==> src/rtl/chg_seq_pkg.sv <==
package chg_seq_pkg;

  typedef enum logic [2:0] {
    ST_IDLE,
    ST_CHARGE,
    ST_TOPOFF,
    ST_DONE,
    ST_LOWFAULT
  } chgState_t;

  // strobes from the sequencing control to the timing datapath
  typedef struct packed {
    logic clrMain;
    logic reloadQuarter;
    logic runMain;
    logic clrLow;
    logic runLow;
  } seqStrobe_t;

  localparam logic [1:0] STAT_LOW  = 2'b00;
  localparam logic [1:0] STAT_WEAK = 2'b01;
  localparam logic [1:0] STAT_OPEN = 2'b10;

  localparam logic [1:0] TS_RESET = 2'b00;
  localparam logic [1:0] TS_RUN   = 2'b01;
  localparam logic [1:0] TS_PAUSE = 2'b10;
  localparam logic [1:0] TS_STOP  = 2'b11;

endpackage

==> src/rtl/chg_seq_counter.sv <==
// Saturating tick counter with clear and load; clear wins over load.
module chg_seq_counter #(
  parameter int W   = 6,
  parameter int SAT = 39
) (
  input  logic         clk,
  input  logic         rstN,
  input  logic         clr,
  input  logic         load,
  input  logic [W-1:0] loadVal,
  input  logic         inc,
  output logic         atSat
);
  localparam logic [W-1:0] SAT_VAL = W'(SAT);

  logic [W-1:0] value;

  always_ff @(posedge clk or negedge rstN) begin
    if (!rstN) begin
      value <= '0;
    end else if (clr) begin
      value <= '0;
    end else if (load) begin
      value <= loadVal;
    end else if (inc && (value != SAT_VAL)) begin
      value <= value + 1'b1;
    end
  end

  assign atSat = (value == SAT_VAL);
endmodule

==> src/rtl/chg_seq_datapath.sv <==
// Charge-time counter and depleted-cell window counter.
// TICKS_TOTAL must be at least 4 so the quarter window is non-empty.
module chg_seq_datapath
  import chg_seq_pkg::*;
#(
  parameter int TICKS_TOTAL = 40
) (
  input  logic       clk,
  input  logic       rstN,
  input  logic       tick,
  input  seqStrobe_t strb,
  output logic       mainEnd,
  output logic       lowEnd
);
  localparam int QUARTER = TICKS_TOTAL >> 2;
  localparam int CW      = $clog2(TICKS_TOTAL + 1);
  localparam logic [CW-1:0] RELOAD_VAL = CW'(TICKS_TOTAL - QUARTER);

  chg_seq_counter #(.W(CW), .SAT(TICKS_TOTAL - 1)) uMain (
    .clk     (clk),
    .rstN    (rstN),
    .clr     (strb.clrMain),
    .load    (strb.reloadQuarter),
    .loadVal (RELOAD_VAL),
    .inc     (strb.runMain && tick),
    .atSat   (mainEnd)
  );

  chg_seq_counter #(.W(CW), .SAT(QUARTER - 1)) uLow (
    .clk     (clk),
    .rstN    (rstN),
    .clr     (strb.clrLow),
    .load    (1'b0),
    .loadVal ('0),
    .inc     (strb.runLow && tick),
    .atSat   (lowEnd)
  );
endmodule

==> src/rtl/chg_seq_fsm.sv <==
// Charge cycle sequencing: next state, strobes and registered outputs.
module chg_seq_fsm
  import chg_seq_pkg::*;
(
  input  logic       clk,
  input  logic       rstN,
  input  logic       tick,
  input  logic       adapterOk,
  input  logic       shutdownReq,
  input  logic       cellLow,
  input  logic       cellBelowRestart,
  input  logic       currentLow,
  input  logic       inLimit,
  input  logic       thermFault,
  input  logic       timerDefeat,
  input  logic       mainEnd,
  input  logic       lowEnd,
  output seqStrobe_t strb,
  output logic       chargeEn,
  output logic       trickleEn,
  output logic [1:0] status,
  output logic [1:0] timerState
);
  chgState_t stateQ, stateNxt;
  logic      active, expireNow, runNxt;
  logic [1:0] statusNxt, tsNxt;

  assign active    = adapterOk && !shutdownReq;
  assign expireNow = tick && mainEnd && !timerDefeat;

  always_comb begin
    stateNxt           = stateQ;
    strb               = '0;
    if (!active) begin
      stateNxt = ST_IDLE;
    end else begin
      unique case (stateQ)
        ST_IDLE: stateNxt = ST_CHARGE;
        ST_CHARGE: begin
          if (!thermFault) begin
            if (tick && cellLow && lowEnd) begin
              stateNxt = ST_LOWFAULT;
            end else if (expireNow) begin
              stateNxt = ST_DONE;
            end else if (currentLow && !inLimit && !cellLow) begin
              stateNxt           = ST_TOPOFF;
              strb.reloadQuarter = 1'b1;
            end else begin
              strb.runMain = 1'b1;
            end
          end
        end
        ST_TOPOFF: begin
          if (!thermFault) begin
            if (expireNow) stateNxt = ST_DONE;
            else           strb.runMain = 1'b1;
          end
        end
        ST_DONE:     if (cellBelowRestart) stateNxt = ST_CHARGE;
        ST_LOWFAULT: stateNxt = ST_LOWFAULT;
        default:     stateNxt = ST_IDLE;
      endcase
    end
    runNxt       = (stateNxt == ST_CHARGE) || (stateNxt == ST_TOPOFF);
    strb.clrMain = !runNxt;
    strb.clrLow  = (stateNxt != ST_CHARGE) || !cellLow;
    strb.runLow  = (stateQ == ST_CHARGE) && (stateNxt == ST_CHARGE) &&
                   !thermFault && cellLow;
  end

  always_comb begin
    if (timerDefeat)                 statusNxt = STAT_LOW;
    else if (stateNxt == ST_CHARGE)  statusNxt = STAT_LOW;
    else if (stateNxt == ST_TOPOFF)  statusNxt = STAT_WEAK;
    else                             statusNxt = STAT_OPEN;

    if (stateNxt == ST_IDLE)         tsNxt = TS_RESET;
    else if (runNxt)                 tsNxt = thermFault ? TS_PAUSE : TS_RUN;
    else                             tsNxt = TS_STOP;
  end

  always_ff @(posedge clk or negedge rstN) begin
    if (!rstN) begin
      stateQ     <= ST_IDLE;
      chargeEn   <= 1'b0;
      trickleEn  <= 1'b0;
      status     <= STAT_OPEN;
      timerState <= TS_RESET;
    end else begin
      stateQ     <= stateNxt;
      chargeEn   <= runNxt && !thermFault;
      trickleEn  <= (stateNxt == ST_CHARGE) && !thermFault && cellLow;
      status     <= statusNxt;
      timerState <= tsNxt;
    end
  end
endmodule

==> src/rtl/chg_sequencer.sv <==
module chg_sequencer
  import chg_seq_pkg::*;
#(
  parameter int TICKS_TOTAL = 40
) (
  input  logic       clk,
  input  logic       rstN,
  input  logic       tick,
  input  logic       adapterOk,
  input  logic       shutdownReq,
  input  logic       cellLow,
  input  logic       cellBelowRestart,
  input  logic       currentLow,
  input  logic       inLimit,
  input  logic       thermFault,
  input  logic       timerDefeat,
  output logic       chargeEn,
  output logic       trickleEn,
  output logic [1:0] status,
  output logic [1:0] timerState
);
  seqStrobe_t strb;
  logic       mainEnd, lowEnd;

  chg_seq_fsm uFsm (
    .clk              (clk),
    .rstN             (rstN),
    .tick             (tick),
    .adapterOk        (adapterOk),
    .shutdownReq      (shutdownReq),
    .cellLow          (cellLow),
    .cellBelowRestart (cellBelowRestart),
    .currentLow       (currentLow),
    .inLimit          (inLimit),
    .thermFault       (thermFault),
    .timerDefeat      (timerDefeat),
    .mainEnd          (mainEnd),
    .lowEnd           (lowEnd),
    .strb             (strb),
    .chargeEn         (chargeEn),
    .trickleEn        (trickleEn),
    .status           (status),
    .timerState       (timerState)
  );

  chg_seq_datapath #(.TICKS_TOTAL(TICKS_TOTAL)) uDp (
    .clk     (clk),
    .rstN    (rstN),
    .tick    (tick),
    .strb    (strb),
    .mainEnd (mainEnd),
    .lowEnd  (lowEnd)
  );
endmodule

==> config.mk <==
export PLATFORM = sky130hd
export DESIGN_NAME = chg_sequencer
export DESIGN_NICKNAME = d
export VERILOG_FILES = /design/src/rtl/chg_seq_pkg.sv /design/src/rtl/chg_seq_counter.sv /design/src/rtl/chg_seq_datapath.sv /design/src/rtl/chg_seq_fsm.sv /design/src/rtl/chg_sequencer.sv
export SDC_FILE = /design/constraint.sdc
export NUM_CORES = 1
export LEC_CHECK = 0
export BUFFER_PORTS_ARGS = -buffer_cell sky130_fd_sc_hd__buf_4
export CORE_MARGIN = 2
export CORE_UTILIZATION = 55
export DETAILED_ROUTE_END_ITERATION = 8
export HOLD_SLACK_MARGIN = 0.12
export PLACE_DENSITY = 0.75
export SETUP_SLACK_MARGIN = 0.05
export SLEW_MARGIN = 20
export SYNTH_ARGS = -nofsm -noshare
export SYNTH_HDL_FRONTEND = slang
export SYNTH_SLANG_ARGS = --single-unit
export TNS_END_PERCENT = 20
==> constraint.sdc <==
create_clock -name clk -period 5 [get_ports clk]
set_input_delay 1 -clock clk [delete_from_list [all_inputs] [get_ports clk]]
set_output_delay 1 -clock clk [all_outputs]
set_load 0.005 [all_outputs]
==> run_results.csv <==
group,metric,value,unit
cts,cts-resized-gates,0,
floorplan,io_pins,17,
placement,placedInstanceArea,1296,um2
yosys,async_flop_share,100.0,%
cts,clk_latency,310,ps
setup_path,arrival,2640,ps
drt,vias_per_cell,5.819,
timing,final-setup-viol-count,0,
cts,cts.sinks,21,
yosys,ys.warnings.count,0,
drt,drt_iter0_drc,23,
grt,grt_max_degree,22,
yosys,synth_seq_area_share,45.81,%
setup_path,max_stage_delay,510,ps
timing,tns,0,ps
finish,syn_to_final_growth,15.02,%
yosys,synth-adder-area-share,3.264,%
timing,relSlewSlack,37.02,%
yosys,synth_compound_area_share,16.65,%
setup_path,crit_cells,6,
drt,vias,931,
outcome,outcome,"finished clean",
setup_path,r2r_cells,4,
cts,clockBufferDepth,2,
yosys,netlist_area,1150,um2
placement,routabilityCongestion,0.8197,
timing,timing.final.crit_share,48.82,%
floorplan,die_h,49.73,um
grt,grt_pass1_vias,868,
setup_path,critPathCaptureType,"register",
setup_path,critical_path.cell_chain,"buf_4 > or3b_2 > a21boi_0 > o21a_1 > a31o_4 > a311o_1",
cts,cts_tree,"yes",
power_and_ir_drop,total_power,0.2863,mW
placement,port_buffers,16,
cts,cts_buffers,3,
job,max_cap_violations,0,
setup_path,cp-start-kind,"primary input",
drt,drt-total-wl,2306,um
yosys,synth_top_area_cell,"dfrtp_1",
finish,final_common_cell,"dfrtp_1",
floorplan,initial_utilization,58.61,%
power_and_ir_drop,ir_drop,151.8,uV
cts,cts_root_buf,"clkbuf_4",
timing,hold_viol_final,0,
drt,drc_errors,0,
floorplan,design.core.area,1962,um2
yosys,synth_top_family_by_area,"simple AND/OR/NAND/NOR gates",
yosys,syn_nets,129,
setup_path,critPathRequiredTime,5200,ps
timing,worstMarginPinSlew,936.0,ps
yosys,syn_inst,115,
yosys,syn_avg_cell_area,9.999,um2
grt,grt-ovfl-total,0,
grt,grt_pass1_wl,3995,um
drt,dr.pass1.iters,4,
cts,post_cts_buffers,0,
timing,finClkSkew,7.047,ps
grt,track_usage,21.43,%
yosys,ys_ff_latch,21,
yosys,synthSimpleGateAreaFrac,25.79,%
power_and_ir_drop,power_density,216.5,nW/um2
cts,ctsHtreeMaxLevel,1,
drt,wl_per_cell,14.41,um
drt,ant_nets,0,
floorplan,dieArea,2473,um2
setup_path,path_buf_inv,1,
yosys,synth_top_flop_cell,"dfrtp_1",
cts,clk_transition_reported_paths,120,ps
floorplan,fp.dieW,49.73,um
finish,finalInstanceArea,1323,um2
power_and_ir_drop,p_leak,0.5662,nW
setup_path,crit_type,"in -> reg",
finish,multi_input_area,604.3,um2
timing,rsz0062_at_grt,"false",
cts,hold_buffers,0,
yosys,synth_edf_count,0,
grt,antenna_found_initial,0,
timing,setup_ws,2559,ps
finish,regArea,526.8,um2
placement,hpwlAfterDp,1784,um
timing,timing.hold.ws,544.2,ps
yosys,synthMuxAreaShare,0,%
timing,slew_viol_final,0,
timing,fmax,409.7,MHz
yosys,post-synth-top-area-fraction,43.53,%
finish,stdcell_count,160,
yosys,ys_top_cells_by_area,"dfrtp_1 (44%), nor2_1 (5.2%), nand2b_1 (3.8%)",
timing,min_period,2441,ps
yosys,ys_types,37,
floorplan,rows,16,
setup_path,crit_fanout,6,
finish,most-common-layout-cells,"dfrtp_1 (20), nor2_1 (16), buf_4 (16), nand2b_1 (7), a21oi_1 (7)",
finish,layout-drive-gt1-share,21.05,%
finish,final_nets,148,
placement,dp_slack,2245,ps
setup_path,slowest_stage,"or3b_2",
finish,fin_util,67.41,%
setup_path,crit_family,"compound AO/OA/AOI/OAI gates",
placement,placed_cells,156,
finish,antenna_cells,0,
yosys,synth_xor_area_share,6.855,%
finish,nFillCells,158,
worst_hold_path,holdCritPathClass,"in -> async",
layout make-up:
cell class	instances	share of cell area, %
multi-input cells	89	45.70
inverters	3	0.8515
repair buffers	16	9.082
well taps	27	2.554
clock buffers	4	1.987
flip-flops and latches	21	39.83
path summary, 6_finish.rpt:
check,start,to,slack (ps)
max,cellLow,uDp.uMain.value[4],2560
min,rstN,uFsm.stateQ[1],540
max reg2reg,uFsm.stateQ[0],uDp.uMain.value[4],2780
min reg2reg,uDp.uMain.value[5],uDp.uMain.value[5],580
max in group asynchronous,rstN,uFsm.status[1],4180
min in group clk,uDp.uMain.value[5],uDp.uMain.value[5],580
cell usage after synthesis, drive strengths merged (3+ instances only):
cell     n
a21oi    7
nor3     4
dfrtp   20
a311o    4
nand2    5
inv      3
ha       3
nand4    3
xnor2    4
nor2    16
nand2b   7
xor2     5
flip-flops by register name, summed over array words and instances, names as in the netlist:
register         count
uDp.uLow.value       6
uDp.uMain.value      6
uFsm.stateQ          3
uFsm.trickleEn       1
uFsm.status          2
uFsm.chargeEn        1
uFsm.timerState      2
power by group:
group / switching [mW] / internal, mW / total [mW]
logic: 0.0152 / 0.0141 / 0.0293
clock network: 0.0512 / 0.0312 / 0.0824
registers: 0.00182 / 0.173 / 0.175
cells by family (layout without fill, tap and decap cells):
family	after synthesis	in the layout
AO/OA/AOI/OAI	25	25
XOR/XNOR	9	9
adder cells (fa/ha/maj)	3	3
buffers and inverters	5	23
flip-flops	21	21
AND/OR/NAND/NOR	52	52
per-layer routing:
metal	GRT usage [%]	wire (um)	share of wire [%]
met2	35.11	1098	48
met4	10.19	45	2.0
met5	0	0	0
met3	3.636	122	5.3
met1	27.40	1039	45
Power figures use the tool's default switching activity.
